[src/rtl/irqc_pkg.sv]
package irqc_pkg;
   // Word offsets of the register window
   localparam int unsigned OFS_FLAG = 0;
   localparam int unsigned OFS_EN   = 1;
   localparam int unsigned OFS_LIVE = 2;
   localparam int unsigned OFS_GEN  = 3;
   localparam int unsigned MIN_ADDR_W = 2;

   typedef struct packed {
      logic wr_flag;
      logic wr_en;
      logic wr_gen;
   } wr_dec_t;
endpackage

[src/rtl/irqc_sync.sv]
module irqc_sync #(
   parameter int unsigned W      = 8,
   parameter int unsigned STAGES = 2
) (
   input  logic         clk,
   input  logic         rst_n,
   input  logic [W-1:0] d_i,
   output logic [W-1:0] q_o
);
   generate
      if (STAGES < 2) begin : g_bad
         $error("irqc_sync: STAGES must be at least 2");
      end
   endgenerate

   logic [W-1:0] stage_q [STAGES];

   always_ff @(posedge clk or negedge rst_n) begin
      if (!rst_n) begin
         for (int s = 0; s < STAGES; s++) stage_q[s] <= '0;
      end else begin
         stage_q[0] <= d_i;
         for (int s = 1; s < STAGES; s++) stage_q[s] <= stage_q[s-1];
      end
   end

   assign q_o = stage_q[STAGES-1];
endmodule

[src/rtl/irqc_flag_cell.sv]
module irqc_flag_cell #(
   parameter bit LEVEL = 1'b0
) (
   input  logic clk,
   input  logic rst_n,
   input  logic sync_i,
   input  logic gen_i,
   input  logic clr_i,
   output logic flag_o
);
   logic set_ev;
   logic flag_q;

   generate
      if (LEVEL) begin : g_level
         // level source: an asserted input re-sets the flag each cycle
         assign set_ev = sync_i | gen_i;

         a_r6_level_holds: assert property (@(posedge clk) disable iff (!rst_n)
            sync_i |=> flag_o);
      end else begin : g_edge
         logic prev_q;
         always_ff @(posedge clk or negedge rst_n) begin
            if (!rst_n) prev_q <= 1'b0;
            else        prev_q <= sync_i;
         end
         assign set_ev = (sync_i & ~prev_q) | gen_i;

         a_r3_edge_sets: assert property (@(posedge clk) disable iff (!rst_n)
            (sync_i && !prev_q) |=> flag_o);
      end
   endgenerate

   // set wins over a same-cycle clear
   always_ff @(posedge clk or negedge rst_n) begin
      if (!rst_n) flag_q <= 1'b0;
      else        flag_q <= set_ev | (flag_q & ~clr_i);
   end

   assign flag_o = flag_q;

   a_r4_zero_keeps: assert property (@(posedge clk) disable iff (!rst_n)
      (flag_o && !clr_i) |=> flag_o);
   a_r5_set_wins: assert property (@(posedge clk) disable iff (!rst_n)
      (set_ev && clr_i) |=> flag_o);
   a_r7_gen_sets: assert property (@(posedge clk) disable iff (!rst_n)
      gen_i |=> flag_o);
endmodule

[src/rtl/irqc_regs.sv]
module irqc_regs
   import irqc_pkg::*;
#(
   parameter int unsigned NUM_SRC = 8,
   parameter int unsigned DATA_W  = 16,
   parameter int unsigned ADDR_W  = 4
) (
   input  logic               clk,
   input  logic               rst_n,
   input  logic [ADDR_W-1:0]  addr_i,
   input  logic               we_i,
   input  logic [DATA_W-1:0]  wdata_i,
   output logic [DATA_W-1:0]  rdata_o,
   input  logic [NUM_SRC-1:0] flags_i,
   input  logic [NUM_SRC-1:0] live_i,
   output logic [NUM_SRC-1:0] clr_o,
   output logic [NUM_SRC-1:0] gen_o,
   output logic [NUM_SRC-1:0] en_o
);
   wr_dec_t dec;
   logic [NUM_SRC-1:0] en_q;
   logic [NUM_SRC-1:0] wsrc;

   assign wsrc = wdata_i[NUM_SRC-1:0];

   generate
      if (DATA_W > NUM_SRC) begin : g_hi
         logic unused_wdata_hi;
         assign unused_wdata_hi = ^wdata_i[DATA_W-1:NUM_SRC];
      end
   endgenerate

   always_comb begin
      dec = '0;
      if (we_i) begin
         dec.wr_flag = (addr_i == ADDR_W'(OFS_FLAG));
         dec.wr_en   = (addr_i == ADDR_W'(OFS_EN));
         dec.wr_gen  = (addr_i == ADDR_W'(OFS_GEN));
      end
   end

   assign clr_o = dec.wr_flag ? wsrc : '0;
   assign gen_o = dec.wr_gen  ? wsrc : '0;

   always_ff @(posedge clk or negedge rst_n) begin
      if (!rst_n)         en_q <= '0;
      else if (dec.wr_en) en_q <= wsrc;
   end
   assign en_o = en_q;

   always_comb begin
      rdata_o = '0;
      if (addr_i == ADDR_W'(OFS_FLAG))      rdata_o[NUM_SRC-1:0] = flags_i;
      else if (addr_i == ADDR_W'(OFS_EN))   rdata_o[NUM_SRC-1:0] = en_q;
      else if (addr_i == ADDR_W'(OFS_LIVE)) rdata_o[NUM_SRC-1:0] = live_i;
   end

   a_r8_enable_wr: assert property (@(posedge clk) disable iff (!rst_n)
      dec.wr_en |=> (en_o == $past(wsrc)));
   a_r8_enable_hold: assert property (@(posedge clk) disable iff (!rst_n)
      !dec.wr_en |=> $stable(en_o));
endmodule

[src/rtl/seq_irq_ctrl.sv]
module seq_irq_ctrl
   import irqc_pkg::*;
#(
   parameter int unsigned     NUM_SRC    = 8,
   parameter int unsigned     DATA_W     = 16,
   parameter int unsigned     ADDR_W     = 4,
   parameter logic [NUM_SRC-1:0] LEVEL_MASK = 8'hC0,
   parameter int unsigned     SYNC_STAGES = 2
) (
   input  logic               clk,
   input  logic               rst_n,
   input  logic [NUM_SRC-1:0] src_i,
   input  logic [ADDR_W-1:0]  bus_addr_i,
   input  logic               bus_we_i,
   input  logic [DATA_W-1:0]  bus_wdata_i,
   output logic [DATA_W-1:0]  bus_rdata_o,
   output logic               irq_n_o
);
   generate
      if (DATA_W < NUM_SRC) begin : g_chk_w
         $error("seq_irq_ctrl: DATA_W must cover NUM_SRC");
      end
      if (ADDR_W < MIN_ADDR_W) begin : g_chk_a
         $error("seq_irq_ctrl: ADDR_W too small for the register window");
      end
      if (NUM_SRC < 1) begin : g_chk_n
         $error("seq_irq_ctrl: NUM_SRC must be positive");
      end
   endgenerate

   logic [NUM_SRC-1:0] live;
   logic [NUM_SRC-1:0] flags;
   logic [NUM_SRC-1:0] clr;
   logic [NUM_SRC-1:0] gen;
   logic [NUM_SRC-1:0] en;
   logic               irq_n_q;

   irqc_sync #(.W(NUM_SRC), .STAGES(SYNC_STAGES)) u_sync (
      .clk   (clk),
      .rst_n (rst_n),
      .d_i   (src_i),
      .q_o   (live)
   );

   for (genvar i = 0; i < NUM_SRC; i++) begin : g_cell
      irqc_flag_cell #(.LEVEL(LEVEL_MASK[i])) u_cell (
         .clk    (clk),
         .rst_n  (rst_n),
         .sync_i (live[i]),
         .gen_i  (gen[i]),
         .clr_i  (clr[i]),
         .flag_o (flags[i])
      );
   end

   irqc_regs #(.NUM_SRC(NUM_SRC), .DATA_W(DATA_W), .ADDR_W(ADDR_W)) u_regs (
      .clk     (clk),
      .rst_n   (rst_n),
      .addr_i  (bus_addr_i),
      .we_i    (bus_we_i),
      .wdata_i (bus_wdata_i),
      .rdata_o (bus_rdata_o),
      .flags_i (flags),
      .live_i  (live),
      .clr_o   (clr),
      .gen_o   (gen),
      .en_o    (en)
   );

   always_ff @(posedge clk or negedge rst_n) begin
      if (!rst_n) irq_n_q <= 1'b1;
      else        irq_n_q <= ~(|(flags & en));
   end
   assign irq_n_o = irq_n_q;

   a_r9_irq_low: assert property (@(posedge clk) disable iff (!rst_n)
      (|(flags & en)) |=> !irq_n_o);
   a_r9_irq_high: assert property (@(posedge clk) disable iff (!rst_n)
      !(|(flags & en)) |=> irq_n_o);
endmodule

[config.mk]
export PLATFORM = sky130hd
export DESIGN_NAME = seq_irq_ctrl
export DESIGN_NICKNAME = d
export VERILOG_FILES = /design/src/rtl/irqc_pkg.sv /design/src/rtl/irqc_sync.sv /design/src/rtl/irqc_flag_cell.sv /design/src/rtl/irqc_regs.sv /design/src/rtl/seq_irq_ctrl.sv
export SDC_FILE = /design/constraint.sdc
export NUM_CORES = 1
export LEC_CHECK = 0
export ABC_AREA = 1
export BUFFER_PORTS_ARGS = -buffer_cell sky130_fd_sc_hd__buf_2
export CAP_MARGIN = 20
export CELL_PAD_IN_SITES_DETAIL_PLACEMENT = 0
export CELL_PAD_IN_SITES_GLOBAL_PLACEMENT = 1
export CORE_ASPECT_RATIO = 0.5
export CORE_MARGIN = 10
export CORE_UTILIZATION = 38
export DETAILED_ROUTE_END_ITERATION = 16
export PLACE_DENSITY = 0.86
export REMOVE_ABC_BUFFERS = 1
export SLEW_MARGIN = 20
export SYNTH_ARGS = -nofsm -noshare
export SYNTH_HDL_FRONTEND = slang
export SYNTH_SLANG_ARGS = --single-unit
[constraint.sdc]
create_clock -name clk -period 1.4 [get_ports clk]
set_input_delay 0.21 -clock clk [delete_from_list [all_inputs] [get_ports clk]]
set_output_delay 0.21 -clock clk [all_outputs]
set_load 0.005 [all_outputs]
==> flow_summary.ini <==
[status]
status = complete, no violations

[synth]
synth_cells = 175
synthDistinctLibCells = 16
ys_ff_latch = 39
yosysWarnings = 0
avgSynthCellArea_um2 = 9.430
ys_seq_area_frac = 0.5921
syn-cell-area_um2 = 1650

[clocking]
cts_tree = yes
numClockSinks = 39
clockRootBuffer = clkbuf_8
clkSlewWorstSetupHoldPaths_ps = 70
cts_buffers = 5
post_cts_buffers = 0
htree_levels = 2
clk_latency_ps = 290
clock_path_buffers = 2

[worst_setup_path]
critPathBufInv = 3
regToRegSetupSlack_ps = 640
reg2regPathDepth = 4
crit_slowest_cell = o211ai_1
cp_top_family = buffers and inverters
worstReg2RegStart = u_sync.q_o[2]$_DFF_PN0_
cp.arrival_ps = 1120
cp-end-kind = output port
rr_endpoint = g_cell[2].u_cell.flag_o$_DFF_PN0_
start_kind = input pin
slowest_delay_ps = 210
worstPathMaxFanout = 16
worstPathRequired_ps = 1190
critPathKind = input pin to output port
crit_path_frequent_cell = buf_2
cp_cell_sequence = buf_2, nor2_1, buf_6, nand2_4, o211ai_1, buf_2

[die]
fp.dieArea_um2 = 7539
die_w_um = 113.2
ios = 48
initial_core_util = 0.4081
die_h_um = 66.60
core_um2 = 4044
rows = 16

[power_and_ir_drop]
total_power_mw = 2.273
p_per_area_nw_per_um2 = 1168
ir_drop_mv = 0.4743
leakage_nw = 0.9522

[placement]
port_buffers = 31
gp_congestion = 0.7998
dpl_worst_slack_ps = -49.81
dpl-instance-area_um2 = 1851
dpl.hpwl_um = 2704

[route]
met3_length_um = 277
drtIter0Drc = 63
dr.pass1.iters = 4
routed_wl_um = 3740
highest_layer = met4
antenna_left = 0
vias_per_cell = 4.743
wl_met2_um = 1721
vias = 1271
met1_length_um = 1676
wl_per_cell_um = 13.96
drc = 0

[run]
drv_cap = 0

[min_path]
holdPathStages = 1
min-delay-path-class = input pin to register
hold_start = src_i[3]
holdPathEnd = u_sync.stage_q[11]$_DFF_PN0_

[global_routing]
overflow = 0
grt_pass1_vias = 1355
grt_max_degree = 40
antenna_found_initial = 0
grt_first_pass_wirelength_um = 6182
grt.total_usage = 0.1032

[sta]
finalSetupTns_ps = 0
whs_ps = 18.92
finalSetupViolCount = 0
period_share = 0.9495
fin_skew_ps = 6.257
grt_setup_unrepaired = no
layout_setup_ws_ps = 70.66
timing.fmax_ghz = 0.7523
fin_crit_ps = 1329
slew_viol_final = 0
final_hold_viol_count = 0

[final_layout]
finalNetCount = 244
area_delta_synth_final_pct = 17.89
antenna_cells = 0
layout-drive-gt1-share = 0.2196
design_area_um2 = 1946
-- placed cells by master, fill, tap and decap left out, drive strengths merged --
cell type and count:
dlygate4sd3 1, nand3 12, clkbuf 7, nor2 27
conb 8, inv 24, o211ai 7, nand4 10
dfstp 1, buf 35, o21ai 16, dfrtp 38
clkinv 1, nand2 27
-- synthesized netlist by cell type --
library cell | n | area [µm²]
nor2_4 | 3 | 33.78
nand3_1 | 12 | 60.06
buf_2 | 1 | 5.000
nand2_4 | 1 | 11.26
inv_2 | 1 | 3.750
o21ai_0 | 16 | 80.08
nand4_1 | 10 | 62.56
o211ai_1 | 7 | 52.55
nor2_1 | 24 | 90.09
inv_1 | 23 | 86.33
nand2_1 | 26 | 97.59
dfrtp_1 | 38 | 950.9
dfstp_2 | 1 | 26.28
buf_4 | 10 | 75.07
buf_6 | 1 | 11.26
conb_1 | 1 | 3.750
-- where the power goes --
part | leakage, nW | switching [mW] | total (mW) | internal [mW]
sequential | 0.435 | 0.0505 | 1.27 | 1.22
combinational | 0.475 | 0.172 | 0.278 | 0.106
clock | 0.0422 | 0.373 | 0.722 | 0.349
-- metal layers --
metal / track usage / vias to the layer above
met4: 0.05818 / 0
met1: 0.1101 / 605
met2: 0.1779 / 37
met3: 0.03753 / 5
met5: 0 / -
li1: - / 624
-- worst register-to-register path: cells and delay by family (launching register included) --
kind	cells	cell delay [ps]
simple gates	3	190
buf+inv	1	60
flops	1	400
-- flip-flops by register name, indices dropped and copies added, names as in the netlist --
register,flops
u_regs.en_o,8
irq_n_o,1
g_cell.u_cell.flag_o,8
u_sync.stage_q,8
g_cell.u_cell.g_edge.prev_q,6
u_sync.q_o,8
-- final cells by class --
type,instances,area (µm²)
Clock inverter,1,5.005
Sequential cell,39,977.2
Timing Repair Buffer,36,211.5
Multi-Input combinational cell,107,518.0
Clock buffer,7,76.32
Tap cell,54,67.56
Inverter,24,90.09
Fill cell,380,2098
-- kinds of logic (layout without fill, tap and decap cells) --
family	after synthesis	after routing	synth area share
AO/OA/AOI/OAI	23	23	0.08037
buffers and inverters	36	68	0.1099
flip-flops	39	39	0.5921
other	1	8	0.002272
AND/OR/NAND/NOR	76	76	0.2153
-- timing repair --
action	in CTS	in global routing
gates resized for setup	0	1
setup endpoints to repair	0	1
endpoints found under the hold margin	38	0
hold buffers	1	0
-- through the flow --
step,cells,util
after floorplan,170,-
after global placement,259,0.4576
after detailed placement,259,0.4576
after CTS,268,0.4802
after global routing,268,0.4811
final,268,0.4811
-- how the worst max path moves through the flow --
stage	end	cells after the start	start
after detailed placement	g_cell[5].u_cell.flag_o$_DFF_PN0_	5	bus_addr_i[1]
final	bus_rdata_o[2]	6	bus_addr_i[3]
after global routing	bus_rdata_o[4]	7	bus_addr_i[3]
after CTS	bus_rdata_o[2]	6	bus_addr_i[3]
after global placement	g_cell[0].u_cell.flag_o$_DFF_PN0_	5	bus_addr_i[1]
after floorplan	g_cell[0].u_cell.flag_o$_DFF_PN0_	4	bus_addr_i[3]
Note: power is estimated with default switching activity, not from simulation.
